--- src/rtl/cac_pwm_pkg.sv ---
// Shared encodings for the center-aligned PWM generator.
// Assumes: the wr_sel encoding below is the one software uses.
package cac_pwm_pkg;
    typedef enum logic [1:0] {
        SEL_SA  = 2'd0,
        SEL_SB  = 2'd1,
        SEL_TOP = 2'd2,
        SEL_ADC = 2'd3
    } cmp_sel_e;
endpackage

--- src/rtl/cac_prescaler.sv ---
// Clock divider: produces a one-clock tick every DIV clocks.
// Assumes: DIV >= 1; restart re-phases the divider so that a fresh cycle starts clean.
module cac_prescaler #(
    parameter int DIV = 2
) (
    input  logic clk,
    input  logic rst_n,
    input  logic restart,
    output logic tick
);
    localparam int PSC_W = (DIV > 1) ? $clog2(DIV) : 1;
    localparam logic [PSC_W-1:0] LAST = PSC_W'(DIV - 1);

    logic [PSC_W-1:0] psc;

    assign tick = (psc == LAST);

    // Divider count, wrapping at DIV-1 and cleared by restart.
    always_ff @(posedge clk) begin
        if (!rst_n || restart) psc <= '0;
        else if (tick)         psc <= '0;
        else                   psc <= psc + 1'b1;
    end

    generate
        if (DIV > 1) begin : g_spacing
            // two ticks are never adjacent when dividing
            a_r1_tick_spacing: assert property (@(posedge clk) disable iff (!rst_n)
                tick |=> !tick);
        end
    endgenerate
endmodule

--- src/rtl/cac_regset.sv ---
// Shadow and active compare banks with the update-pending flag.
// Assumes: load_now is asserted only at a cycle boundary or on restart.
module cac_regset
    import cac_pwm_pkg::*;
#(
    parameter int CNT_W   = 8,
    parameter int RST_SA  = 2,
    parameter int RST_SB  = 4,
    parameter int RST_TOP = 7,
    parameter int RST_ADC = 0
) (
    input  logic             clk,
    input  logic             rst_n,
    input  logic             wr_en,
    input  logic [1:0]       wr_sel,
    input  logic [CNT_W-1:0] wr_data,
    input  logic             upd_req,
    input  logic             load_now,
    output logic [CNT_W-1:0] act_sa,
    output logic [CNT_W-1:0] act_sb,
    output logic [CNT_W-1:0] act_top,
    output logic [CNT_W-1:0] act_adc,
    output logic             pending
);
    logic [CNT_W-1:0] sh_sa, sh_sb, sh_top, sh_adc;

    // Shadow bank: software writes land here only.
    always_ff @(posedge clk) begin
        if (!rst_n) begin
            sh_sa  <= CNT_W'(RST_SA);
            sh_sb  <= CNT_W'(RST_SB);
            sh_top <= CNT_W'(RST_TOP);
            sh_adc <= CNT_W'(RST_ADC);
        end else if (wr_en) begin
            case (cmp_sel_e'(wr_sel))
                SEL_SA:  sh_sa  <= wr_data;
                SEL_SB:  sh_sb  <= wr_data;
                SEL_TOP: sh_top <= wr_data;
                default: sh_adc <= wr_data;
            endcase
        end
    end

    // Active bank: copied from the shadow bank as one set on a load.
    always_ff @(posedge clk) begin
        if (!rst_n) begin
            act_sa  <= CNT_W'(RST_SA);
            act_sb  <= CNT_W'(RST_SB);
            act_top <= CNT_W'(RST_TOP);
            act_adc <= CNT_W'(RST_ADC);
        end else if (load_now) begin
            act_sa  <= sh_sa;
            act_sb  <= sh_sb;
            act_top <= sh_top;
            act_adc <= sh_adc;
        end
    end

    // Pending flag: set by a request, cleared by a load.
    always_ff @(posedge clk) begin
        if (!rst_n) pending <= 1'b0;
        else        pending <= upd_req | (pending & ~load_now);
    end

    // the active bank changes only through a load
    a_r7_active_hold: assert property (@(posedge clk) disable iff (!rst_n)
        !load_now |=> $stable({act_sa, act_sb, act_top, act_adc}));
    // a load without a new request leaves nothing pending
    a_r8_pending_clear: assert property (@(posedge clk) disable iff (!rst_n)
        (load_now && !upd_req) |=> !pending);
endmodule

--- src/rtl/cac_updown_counter.sv ---
// Up/down counter for one center-aligned cycle, with run gating and restart.
// Assumes: top does not change in the middle of a cycle; it changes only when the count is 0.
module cac_updown_counter #(
    parameter int CNT_W = 8
) (
    input  logic             clk,
    input  logic             rst_n,
    input  logic             tick,
    input  logic             restart,
    input  logic             run,
    input  logic [CNT_W-1:0] top,
    output logic [CNT_W-1:0] cnt,
    output logic             dir_down,
    output logic             active,
    output logic             boundary
);
    // A cycle boundary is the tick that ends a cycle, or the tick that starts one from idle.
    assign boundary = tick && (active ? (dir_down && cnt == '0) : run);

    // Counter, direction and run state, advancing once per tick.
    always_ff @(posedge clk) begin
        if (!rst_n) begin
            cnt      <= '0;
            dir_down <= 1'b0;
            active   <= 1'b0;
        end else if (restart) begin
            cnt      <= '0;
            dir_down <= 1'b0;
            active   <= run;
        end else if (tick) begin
            if (!active || (dir_down && cnt == '0)) begin
                cnt      <= '0;
                dir_down <= 1'b0;
                active   <= run;
            end else if (!dir_down) begin
                if (cnt == top) dir_down <= 1'b1;
                else            cnt      <= cnt + 1'b1;
            end else begin
                cnt <= cnt - 1'b1;
            end
        end
    end

    // while running, the count never passes the turning value
    a_r1_cnt_in_range: assert property (@(posedge clk) disable iff (!rst_n)
        active |-> (cnt <= top));
    // the count holds still between ticks
    a_r1_cnt_hold: assert property (@(posedge clk) disable iff (!rst_n)
        (!tick && !restart) |=> $stable(cnt));
    // restart always lands on count 0, counting up
    a_r9_restart_origin: assert property (@(posedge clk) disable iff (!rst_n)
        restart |=> (cnt == '0 && !dir_down));
endmodule

--- src/rtl/cac_pwm_gen.sv ---
// Top: center-aligned complementary PWM with a shadowed compare set and an ADC sync pulse.
// Assumes: software keeps SA <= SB <= TOP + 1 for a non-overlapping waveform.
module cac_pwm_gen #(
    parameter int CNT_W   = 8,
    parameter int DIV     = 2,
    parameter int RST_SA  = 2,
    parameter int RST_SB  = 4,
    parameter int RST_TOP = 7,
    parameter int RST_ADC = 0
) (
    input  logic             clk,
    input  logic             rst_n,
    input  logic             run,
    input  logic             restart,
    input  logic             upd_req,
    input  logic             wr_en,
    input  logic [1:0]       wr_sel,
    input  logic [CNT_W-1:0] wr_data,
    output logic             out_a,
    output logic             out_b,
    output logic             adc_trig,
    output logic             upd_pending
);
    logic             tick, boundary, active, dir_down, load_now;
    logic [CNT_W-1:0] cnt, act_sa, act_sb, act_top, act_adc;

    cac_prescaler #(.DIV(DIV)) u_psc (
        .clk(clk), .rst_n(rst_n), .restart(restart), .tick(tick)
    );

    cac_regset #(
        .CNT_W(CNT_W), .RST_SA(RST_SA), .RST_SB(RST_SB),
        .RST_TOP(RST_TOP), .RST_ADC(RST_ADC)
    ) u_regs (
        .clk(clk), .rst_n(rst_n), .wr_en(wr_en), .wr_sel(wr_sel),
        .wr_data(wr_data), .upd_req(upd_req), .load_now(load_now),
        .act_sa(act_sa), .act_sb(act_sb), .act_top(act_top),
        .act_adc(act_adc), .pending(upd_pending)
    );

    cac_updown_counter #(.CNT_W(CNT_W)) u_cnt (
        .clk(clk), .rst_n(rst_n), .tick(tick), .restart(restart), .run(run),
        .top(act_top), .cnt(cnt), .dir_down(dir_down), .active(active),
        .boundary(boundary)
    );

    // Load on restart, or at a cycle boundary when a request is waiting.
    assign load_now = restart | (boundary & upd_pending);

    // Output decode from the counter state and the active compare set.
    always_comb begin
        out_a    = active && (cnt < act_sa);
        out_b    = active && (cnt >= act_sb);
        adc_trig = active && !dir_down && (cnt == act_adc);
    end

    // the sync pulse lasts a single tick
    a_r6_adc_single: assert property (@(posedge clk) disable iff (!rst_n)
        (adc_trig && tick && !restart) |=> !adc_trig);
    // an idle generator drives nothing
    a_r10_idle_low: assert property (@(posedge clk) disable iff (!rst_n)
        !active |-> !(out_a || out_b || adc_trig));
endmodule

--- config.mk ---
export PLATFORM = sky130hd
export DESIGN_NAME = cac_pwm_gen
export DESIGN_NICKNAME = d
export VERILOG_FILES = /design/src/rtl/cac_pwm_pkg.sv /design/src/rtl/cac_prescaler.sv /design/src/rtl/cac_regset.sv /design/src/rtl/cac_updown_counter.sv /design/src/rtl/cac_pwm_gen.sv
export SDC_FILE = /design/constraint.sdc
export NUM_CORES = 1
export LEC_CHECK = 0
export CELL_PAD_IN_SITES_DETAIL_PLACEMENT = 1
export CELL_PAD_IN_SITES_GLOBAL_PLACEMENT = 1
export CORE_ASPECT_RATIO = 0.7
export CORE_MARGIN = 8
export CORE_UTILIZATION = 44
export DETAILED_ROUTE_END_ITERATION = 6
export GPL_ROUTABILITY_DRIVEN = 0
export PLACE_DENSITY = 0.83
export REMOVE_ABC_BUFFERS = 1
export SKIP_CTS_REPAIR_TIMING = 1
export SYNTH_ARGS = -nofsm -noshare
export SYNTH_HDL_FRONTEND = slang
export SYNTH_SLANG_ARGS = --single-unit
--- constraint.sdc ---
create_clock -name clk -period 3.09 [get_ports clk]
set_input_delay 0.618 -clock clk [delete_from_list [all_inputs] [get_ports clk]]
set_output_delay 0.618 -clock clk [all_outputs]
set_load 0.02 [all_outputs]
======== Word-level counts from Yosys, hierarchy flattened ========
Index checks and enable logic that the tools add are counted.
word-level totals
  register bits ........................... 76
  logic and storage cells ................. 64
operators by class
  add/sub/neg operators ................... 3
  magnitude comparators ................... 2
  equality and inequality tests ........... 5
  multiplexer cells ....................... 10
  bitwise operators ....................... 7
  reduce and logical (&&, ||, !) cells .... 24
operators with widths
  kind                                                    count
  2-to-1 mux 8 bit                                        3
  equality test 8 bit                                     2
  AND reduction 2 bit                                     6
  adder 8 x 1 -> 8 bit (second input constant)            1
  greater-or-equal comparator 8 bit                       1
  logical NOT 8 bit                                       1
  less-than comparator 8 bit                              1
  subtractor 8 x 1 -> 8 bit (second input constant)       1
  2-to-1 mux 1 bit                                        7
  logical AND 1 bit                                       6
  nonzero test 2 bit                                      2
  OR reduction 2 bit                                      2
  logical NOT 1 bit                                       3
  inequality test 3 x 1 -> 1 bit (second input constant)  1
  inverter 1 bit                                          3
  OR reduction 3 bit                                      1
  bitwise AND 1 bit                                       2
  equality test 2 x 1 -> 1 bit (second input constant)    1
  equality test 2 bit (second input constant)             1
  logical NOT 2 bit                                       1
  logical OR 1 bit                                        2
  bitwise OR 1 bit                                        2
  adder 1 bit (second input constant)                     1

======== Longest topological paths before layout ========
  word-level depth ........................ 9
  mapped depth ............................ 9
  depth with buffers taken out ............ 8

======== Cells and area by module ========
From an unflattened synthesis, not the netlist that was laid out.
unflattened totals
  cells, all modules ...................... 387
  area total of the unflattened synthesis .. 3788.6 um^2
by module, submodules not included
  module              instances  cells each  area an instance (um^2)  seq. area each (um^2)
  cac_regset          1          225         2427.3                   1301.2
  cac_updown_counter  1          99          849.6                    200.2
  cac_pwm_gen         1          61          479.2                    0.0
  cac_prescaler       1          2           32.5                     20.0

======== Worst setup path after synthesis ========
Ideal clock, no wire load.
  path kind ............................... reg2out
  from .................................... reg u_cnt.cnt[0]
  to ...................................... out out_b
  arrival time ............................ 1.824 ns
  data required time ...................... 2.472 ns
  setup slack ............................. 0.648 ns
  stages on the path, launching flop included .. 10
  buffers on the path ..................... 1
  cells stage by stage .................... dfxtp_1 clkbuf_1 inv_1 ha_1 nand2b_1 a21o_1 a21oi_1 o211ai_1 nand3_1 a21oi_1
on the way
  longest elaborated chain between the ends .. 2
ends and longest elaborated chain
  element                            RTL line                  source
  from (decl)                        cac_updown_counter.sv:12  output logic [CNT_W-1:0] cnt,
  from (signal assigned)             cac_updown_counter.sv:37  else cnt <= cnt + 1'b1;
  from (signal assigned)             cac_updown_counter.sv:39  cnt <= cnt - 1'b1;
  greater-or-equal comparator 8 bit  cac_pwm_gen.sv:53         out_b = active && (cnt >= act_sb);
  logical AND 1 bit                  cac_pwm_gen.sv:53
  to (decl)                          cac_pwm_gen.sv:20         output logic out_b,
No other way between the ends.

======== Worst setup path in the final report ========
Same ends and word-level chain as after synthesis.

==> flow_metrics.tcl <==
set metrics [dict create \
    status "finished clean" \
    r2r_start "u_cnt.dir_down" \
    vdd_drop_max_uv 368 \
    clkTransAtPathRegs_ps 60 \
    wl_mm 9.60 \
    first_iter_violations 166 \
    clk_path_buf_depth 2 \
    cts_tree "done" \
    worst_setup_path_end_kind "output pin" \
    io_pins 20 \
    cp.arrival_ps 2340 \
    synthAdderAreaFrac_pct 7.70 \
    crit_path_frequent_cell "a21oi_1" \
    ys_types 41 \
    skew_ps 5.56 \
    slew_viol_final 0 \
    insertion_delay_ps 340 \
    tightest_slew_ps 796 \
    cts_root_buf "clkbuf_16" \
    grt_max_degree 79 \
    syn_avg_cell_area_sq_um 8.81 \
    die_w_microns 125 \
    drive_gt1_share_pct 6.86 \
    core-area_sq_mm 0.00827 \
    die_y_microns 92.4 \
    num_rows 28 \
    hold_depth 2 \
    synth_warnings 0 \
    antenna_found_initial 0 \
    cp.depth 9 \
    crit_buf_inv 2 \
    setup_viol 0 \
    layout_common_cells "75 x dfxtp_1, 57 x nand2_1, 34 x nand3_1, 34 x mux2i_1, 28 x o21ai_0" \
    power.density_mw_per_mm2 527 \
    firstDrtPassIters 4 \
    cts_sinks 76 \
    ant_nets 0 \
    worst_ep_required_time_ps 2470 \
    grt_pass1_wl_mm 16.1 \
    timing.fmax_mhz 338 \
    rsz0062_at_grt "no" \
    hold_ws_ps 457 \
    synth_compound_area_share_pct 11.4 \
    hold_violations 0 \
    grt_pass1_vias 3217 \
    wire_per_inst_microns 17.7 \
    period_needed_ps 2960 \
    syn_inst 417 \
    r2r_cells 7 \
    setup.worst_path.start "u_cnt.cnt[0]" \
    gr-usage-all-layers_pct 17.7 \
    crit_type "reg2out" \
    synth.area.mux_share_pct 9.27 \
    yosysSeqAreaShare_pct 41.4 \
    nNetsFinal 470 \
    crit_chain "inv_1 > ha_1 > nand2b_1 > a21o_1 > a21oi_1 > o211ai_1 > nand3_1 > a21oi_1 > clkdlybuf4s50_1" \
    drc 0 \
    initial_core_util_pct 44.4 \
    instances_no_fill 542 \
    dp.cells 526 \
    htree_levels 3 \
    dpl_cell_area_sq_mm 0.00398 \
    path_delay_family "buffers and inverters" \
    slowest_stage "clkdlybuf4s50_1" \
    async_reset_ff_share_pct 0 \
    vias_per_cell 5.37 \
    hpwl_mm 6.67 \
    crit_end "out_b" \
    drv_cap 0 \
    design_area_sq_mm 0.00429 \
    min_period_over_period_pct 95.7 \
    rrSetupSlack_ps 540 \
    place.port_buffers 19 \
    cpPeakStageDelay_ps 540 \
    final_common_cell "dfxtp_1" \
    synth-xor-area-share_pct 5.01 \
    synth_top_family_by_area "simple AND/OR/NAND/NOR gates" \
    synth_edf_count 0 \
    dieArea_sq_mm 0.0116 \
    power_leakage_uw 0.00170 \
    ys_seq_elements 76 \
    n_antenna_cell 0 \
    relSlewSlack_pct 46.8 \
    crit_fanout 2 \
    cts_made_buffers 9 \
    grt-ovfl-total 0 \
    hp-class "reg2reg" \
    reg2reg_to "u_regs.act_sb[2]" \
    fin_tns_setup_ps 0 \
    via_count 2908 \
    syn2layout_area_growth_pct 16.8 \
    start_kind "register" \
    synth_flop_cell "dfxtp_1" \
    synthSimpleGateAreaFrac_pct 20.4 \
    syn_area_sq_mm 0.00367 \
]
## power by group
part	internal, uW	switching, uW
logic	74.4	94.7
clock network	666	404
registers	1010	17.9
## logic make-up after synthesis
| group | after synthesis |
|---|---|
| muxes | 34 |
| adders and majority gates | 22 |
| AOI/OAI and AO/OA | 68 |
| DFF | 76 |
| xor gates and xnor gates | 21 |
| buffers and inverters | 43 |
| and+or+nand+nor | 153 |
## tightest hold or removal path: cells and delay by family (launching register included)
kind	cells	cell delay (ps)
DFF	1	310
AOI/OAI and AO/OA	1	50
and+or+nand+nor	1	50
## state kept, by name (all words and copies together) (netlist names), 8 cells and up
| register | cells |
|---|---|
| u_regs.sh_adc | 8 |
| u_regs.act_sa | 8 |
| u_regs.act_adc | 8 |
| u_regs.sh_sa | 8 |
| u_regs.sh_sb | 8 |
| u_cnt.cnt | 8 |
| u_regs.sh_top | 8 |
| u_regs.act_sb | 8 |
| u_regs.act_top | 8 |
## per-layer routing
layer  vias up  GRT usage [%]  part of all wire (%)  wire, microns
li1       1445              -                     -              -
met3        17           4.02                   3.3            321
met1      1408           20.4                    46           4380
met2        38           31.3                    49           4740
met4         0           7.47                   1.7            161
met5         -              0                     0              0
## cells in the mapped netlist, types with 2 or more instances
| cell | count | area share (%) |
|---|---|---|
| o211ai_1 | 2 | 0.41 |
| nor2b_1 | 23 | 3.9 |
| nand3b_1 | 5 | 1.0 |
| clkbuf_2 | 2 | 0.27 |
| a21boi_0 | 5 | 1.0 |
| xor2_1 | 2 | 0.48 |
| nand3_1 | 34 | 4.6 |
| nand2_1 | 57 | 5.8 |
| mux2i_1 | 34 | 9.3 |
| nor2_1 | 16 | 1.6 |
| o21ai_0 | 28 | 3.8 |
| buf_2 | 3 | 0.41 |
| a21oi_1 | 14 | 1.9 |
| clkbuf_1 | 12 | 1.2 |
| inv_1 | 21 | 2.1 |
| o21a_1 | 2 | 0.41 |
| nor3b_1 | 2 | 0.41 |
| nand4_1 | 3 | 0.51 |
| buf_1 | 4 | 0.41 |
| a21o_1 | 4 | 0.82 |
| nand2b_1 | 7 | 1.2 |
| xnor2_1 | 19 | 4.5 |
| o21ai_1 | 4 | 0.55 |
| ha_1 | 21 | 7.2 |
| dfxtp_1 | 76 | 41 |
| a31oi_1 | 2 | 0.34 |
## cell type report
cell class,count,area [sq um]
Multi-Input combinational cell,298,1990
Sequential cell,76,1520
Fill cell,974,3980
Tap cell,105,131
Inverter,21,78.8
Clock buffer,12,256
Clock inverter,4,47.5
Timing Repair Buffer,26,265
## through the flow
stage | utilization (%) | total power, uW | setup slack [ps]
6_report | 51.9 | 2260 | 133
5_1_grt | 51.9 | 2330 | 22.3
4_1_cts | 51.8 | 2290 | -206
3_5_place_dp | 48.2 | 1210 | 223
3_3_place_gp | 48.2 | 1210 | 289
2_1_floorplan | - | 1120 | 424
## how the worst min path moves through the flow
stage,startpoint,end,slack [ps]
2_1_floorplan,u_regs.sh_adc[0],u_regs.act_adc[0],430
3_3_place_gp,u_regs.sh_top[6],u_regs.act_top[6],440
3_5_place_dp,u_regs.sh_top[6],u_regs.act_top[6],450
4_1_cts,u_regs.sh_adc[1],u_regs.act_adc[1],460
5_1_grt,u_regs.sh_adc[1],u_regs.act_adc[1],490
6_report,u_regs.sh_adc[1],u_regs.act_adc[1],460
No activity file was read; power rests on OpenSTA's default activity.
